==> src/rtl/pktErrIrqPkg.sv <==
package pktErrIrqPkg;
  // strobes from register decode to the state datapath
  typedef struct packed {
    logic enWr;
    logic enVal;
    logic pendClr;
  } regStrobe_t;

  // state visible to the read path
  typedef struct packed {
    logic status;
    logic enable;
    logic pending;
    logic summary;
  } regView_t;
endpackage

==> src/rtl/irqRegCtrl.sv <==
module irqRegCtrl
  import pktErrIrqPkg::*;
#(
  parameter int ADDR_W = 4,
  parameter int DATA_W = 8,
  parameter logic [ADDR_W-1:0] ADDR_STATUS = 0,
  parameter logic [ADDR_W-1:0] ADDR_ENABLE = 1,
  parameter logic [ADDR_W-1:0] ADDR_PEND = 2,
  parameter logic [ADDR_W-1:0] ADDR_SUMMARY = 3
) (
  input  logic              wrEn,
  input  logic [ADDR_W-1:0] addr,
  input  logic              wrBit,
  input  regView_t          view,
  output regStrobe_t        strobe,
  output logic [DATA_W-1:0] rdData
);
  always_comb begin
    strobe.enWr    = wrEn && (addr == ADDR_ENABLE);
    strobe.enVal   = wrBit;
    strobe.pendClr = wrEn && (addr == ADDR_PEND) && wrBit;
  end

  always_comb begin
    rdData = '0;
    unique case (addr)
      ADDR_STATUS:  rdData[0] = view.status;
      ADDR_ENABLE:  rdData[0] = view.enable;
      ADDR_PEND:    rdData[0] = view.pending;
      ADDR_SUMMARY: rdData[0] = view.summary;
      default:      rdData = '0;
    endcase
  end
endmodule

==> src/rtl/irqRegDatapath.sv <==
module irqRegDatapath
  import pktErrIrqPkg::*;
#(
  parameter bit EDGE_MODE = 1'b1
) (
  input  logic       clk,
  input  logic       rstN,
  input  logic       statusIn,
  input  regStrobe_t strobe,
  output regView_t   view,
  output logic       prevQ,
  output logic       armedQ,
  output logic       irqReq
);
  logic enableQ, pendingQ, irqQ, setEvent;

  generate
    if (EDGE_MODE) begin : g_edge
      assign setEvent = armedQ && statusIn && !prevQ;
    end else begin : g_level
      assign setEvent = armedQ && statusIn;
    end
  endgenerate

  always_ff @(posedge clk or negedge rstN) begin
    if (!rstN) begin
      prevQ    <= 1'b0;
      armedQ   <= 1'b0;
      enableQ  <= 1'b0;
      pendingQ <= 1'b0;
      irqQ     <= 1'b0;
    end else begin
      prevQ  <= statusIn;
      armedQ <= 1'b1;
      if (strobe.enWr) enableQ <= strobe.enVal;
      if (setEvent) pendingQ <= 1'b1;
      else if (strobe.pendClr) pendingQ <= 1'b0;
      irqQ <= pendingQ && enableQ;
    end
  end

  always_comb begin
    view.status  = statusIn;
    view.enable  = enableQ;
    view.pending = pendingQ;
    view.summary = pendingQ && enableQ;
  end
  assign irqReq = irqQ;
endmodule

==> src/rtl/pktErrIrq.sv <==
module pktErrIrq
  import pktErrIrqPkg::*;
#(
  parameter bit EDGE_MODE = 1'b1,
  parameter int ADDR_W = 4,
  parameter int DATA_W = 8,
  parameter logic [ADDR_W-1:0] ADDR_STATUS = 0,
  parameter logic [ADDR_W-1:0] ADDR_ENABLE = 1,
  parameter logic [ADDR_W-1:0] ADDR_PEND = 2,
  parameter logic [ADDR_W-1:0] ADDR_SUMMARY = 3
) (
  input  logic              clk,
  input  logic              rstN,
  input  logic              errStatus,
  input  logic              regWrEn,
  input  logic [ADDR_W-1:0] regAddr,
  input  logic              regWrBit,
  output logic [DATA_W-1:0] regRdData,
  output logic              irqReq
);
  regStrobe_t strobe;
  regView_t   view;
  logic       prevQ, armedQ;

  irqRegCtrl #(
    .ADDR_W(ADDR_W), .DATA_W(DATA_W), .ADDR_STATUS(ADDR_STATUS),
    .ADDR_ENABLE(ADDR_ENABLE), .ADDR_PEND(ADDR_PEND), .ADDR_SUMMARY(ADDR_SUMMARY)
  ) i_ctrl (
    .wrEn(regWrEn), .addr(regAddr), .wrBit(regWrBit),
    .view(view), .strobe(strobe), .rdData(regRdData)
  );

  irqRegDatapath #(.EDGE_MODE(EDGE_MODE)) i_dp (
    .clk(clk), .rstN(rstN), .statusIn(errStatus), .strobe(strobe),
    .view(view), .prevQ(prevQ), .armedQ(armedQ), .irqReq(irqReq)
  );
endmodule

==> config.mk <==
export PLATFORM = sky130hd
export DESIGN_NAME = pktErrIrq
export DESIGN_NICKNAME = d
export VERILOG_FILES = /design/src/rtl/pktErrIrqPkg.sv /design/src/rtl/irqRegCtrl.sv /design/src/rtl/irqRegDatapath.sv /design/src/rtl/pktErrIrq.sv
export SDC_FILE = /design/constraint.sdc
export NUM_CORES = 1
export LEC_CHECK = 0
export BUFFER_PORTS_ARGS = -buffer_cell sky130_fd_sc_hd__buf_2
export CAP_MARGIN = 0
export CORE_AREA = 2 2 39 41
export CTS_BUF_LIST = sky130_fd_sc_hd__clkbuf_8
export CTS_CLUSTER_DIAMETER = 50
export DETAILED_ROUTE_END_ITERATION = 10
export DIE_AREA = 0 0 41 43
export GPL_ROUTABILITY_DRIVEN = 0
export PLACE_DENSITY_LB_ADDON = 0.15
export SYNTH_ARGS = -nofsm -noshare
export SYNTH_HDL_FRONTEND = slang
export SYNTH_SLANG_ARGS = --single-unit
==> constraint.sdc <==
create_clock -name clk -period 0.9 [get_ports clk]
set_input_delay 0.09 -clock clk [delete_from_list [all_inputs] [get_ports clk]]
set_output_delay 0.09 -clock clk [all_outputs]
set_load 0.005 [all_outputs]
==> out/metrics.cfg <==
[timing]
setup_tns_ns=-0.5141
slew_violations=0
fin_crit_sh_pct=124.7
fin_hold_ws_ns=0.01832
max_freq_mhz=891.0
setup_violations=3
min_period_ns=1.122
rsz0062_at_grt=yes
final_hold_viol_count=0
clock_skew_ns=0.001387
worst_slack_ns=-0.2223

[critical_path]
end_kind=register
crit_buf_inv=1
path_cells=buf_6 > or3b_4 > or3_4 > mux2_4
path_delay_family=simple AND/OR/NAND/NOR gates
worstPathRequired_ns=1.00
cp-start-kind=input pin
critPathArrivalTime_ns=1.22
path_class=in -> reg
cp_slowest_cell=or3b_4
ff2ff_setup_slack_ns=0.11
slowest_delay_ns=0.40
worstPathMaxFanout=2

[route]
dr.pass1.iters=4
vias=236
wl_per_cell_um=9.891
viasPerCell=3.688
drt_iter0_drc=3
totalWireLength_um=633
drc=0
antenna_left=0

[logic_synthesis]
ys.flop_type=dfrtp_1
yosys.area_share.xor_xnor_pct=0
yosysSeqAreaShare_pct=46.95
netlist_area_um2=266.5
yosys-top-cells-count=buf_4, dfrtp_1, conb_1, inv_1, nand2_1
synth_edf_count=0
yosysMostFrequentCell=buf_4
yosys_warnings=0
synthSimpleGateAreaFrac_pct=15.02
synth_top_cell_by_area=dfrtp_1
async_reset_ff_share_pct=100.0
synth-compound-area-share_pct=7.042
yosys_register_bits=5
synth_top_family_by_area=buffers and inverters
netlist_instances=27
synth_cell_types=14
synthTopCellsByArea=dfrtp_1, buf_4, mux2_4
yosysTopAreaCellShare_pct=46.95
synth.area.mux_share_pct=5.634
avgSynthCellArea_um2=9.871
synth_fa_ha_area_share_pct=0

[run]
cap_violations=0

[floorplan]
dieArea_um2=1763
die_w_um=41
start_util_pct=19.26
io_pins=18
die_y_um=43
core_um2=1384
rows=14

[clocking]
clock_sinks=5
cts_inserted_buffers=3
clockRootBuffer=clkbuf_8
cts_tree=done
path_clk_slew_ns=0.03
h-tree-depth=1
clk_path_buf_depth=2
clock_latency_ns=0.22

[layout]
regArea_um2=125.1
syn2layout_area_growth_pct=75.59
fin_nets=58
fillCellCount=145
drive_above_1_share_pct=54.17
diodes=0
multiInputGateArea_um2=137.6

[power]
p_sw_share_pct=22.05
ir_drop_v=0.0008262
p_per_area_nw_per_um2=1756
seq_power_share_pct=33.0
p_comb_share_pct=18.8
p_sw_mw=0.1812
internal_power_mw=0.6404
clkPwrFrac_pct=48.2
power.leakage_nw=0.2391

[global_route]
grt_antenna_before_repair=0
gr-total-overflow=0
grt_pass1_vias=197
grt_max_degree=6
grt_usage_pct=7.972
grt_pass1_wl_um=772

[placement]
numPortBuffers=10
pre_cts_slack_ns=-0.4427

[hold_path]
hp-class=in -> reg

[run_status]
violations=setup timing
status=finished, violations left

-- flip-flops by register name (all words and copies together) (netlist names) --
register and cells:
i_dp.pendingQ 1, i_dp.prevQ 1, i_dp.armedQ 1, i_dp.irqReq 1, i_dp.enableQ 1
-- final timing paths --
path,cells past startpoint,startpoint,endpoint
setup / recovery,4,regAddr[3],i_dp.enableQ
hold / removal,1,errStatus,i_dp.prevQ
setup reg to reg,3,i_dp.pendingQ,i_dp.pendingQ
hold reg to reg,1,i_dp.prevQ,i_dp.pendingQ
max in group asynchronous,2,rstN,i_dp.prevQ
min in group asynchronous,2,rstN,i_dp.irqReq
-- timing repair --
item / in CTS / in global routing
setup endpoints to repair: 3 / 3
endpoints found under the hold margin: 5 / 0
setup buffers: 1 / 2
pin swaps: 1 / 1
resized for setup: 3 / 8
hold buffers: 1 / 0
-- per-layer routing --
layer	track usage [%]	share of wire, %	up-vias
met5	0	0	-
met4	8.000	0	0
met3	7.853	6.2	0
met2	8.750	55	7
met1	7.843	39	114
li1	-	-	115
-- power groups by stage --
stage / registers (mW) / logic (mW) / clock network (mW)
finish: 0.271 / 0.155 / 0.396
global route: 0.276 / 0.171 / 0.423
CTS: 0.270 / 0.122 / 0.406
detailed placement: 0.273 / 0.105 / 0
global placement: 0.274 / 0.104 / 0
floorplan: 0.272 / 0.0691 / 0
-- cells in the final DEF (no fill, tap or decap), drive strengths merged --
cell	instances
and2	1
nor3	1
buf	17
clkbuf	3
inv	3
o22ai	1
dlygate4sd3	1
dfrtp	5
conb	8
o21ai	1
nor4	1
or3	1
or3b	1
mux2	1
nand2	2
o31ai	1
-- final cells by class --
class | count | area share (%)
Timing Repair Buffer | 18 | 28.34
Clock buffer | 3 | 8.824
Tap cell | 16 | 4.278
Clock inverter | 1 | 0.8021
Inverter | 2 | 1.604
Multi-Input combinational cell | 19 | 29.41
Sequential cell | 5 | 26.74
-- kinds of logic after synthesis --
family / Yosys count
multiplexers: 1
AND/OR/NAND/NOR: 7
AO/OA/AOI/OAI: 3
flip-flops: 5
buffers and inverters: 9
other: 2
-- stage by stage --
| step | utilization, % | std cells | power [mW] | instance area [um^2] |
|---|---|---|---|---|
| 6_report | 33.82 | 64 | 0.8216 | 467.9 |
| 5_1_grt | 33.82 | 64 | 0.8701 | 467.9 |
| 4_1_cts | 29.66 | 62 | 0.7986 | 410.4 |
| 3_3_place_gp | 24.32 | 56 | 0.3781 | 336.6 |
| 3_5_place_dp | 24.32 | 56 | 0.3784 | 336.6 |
| 2_1_floorplan | - | 33 | 0.3408 | 289.0 |
No activity file was read; power rests on OpenSTA's default activity.
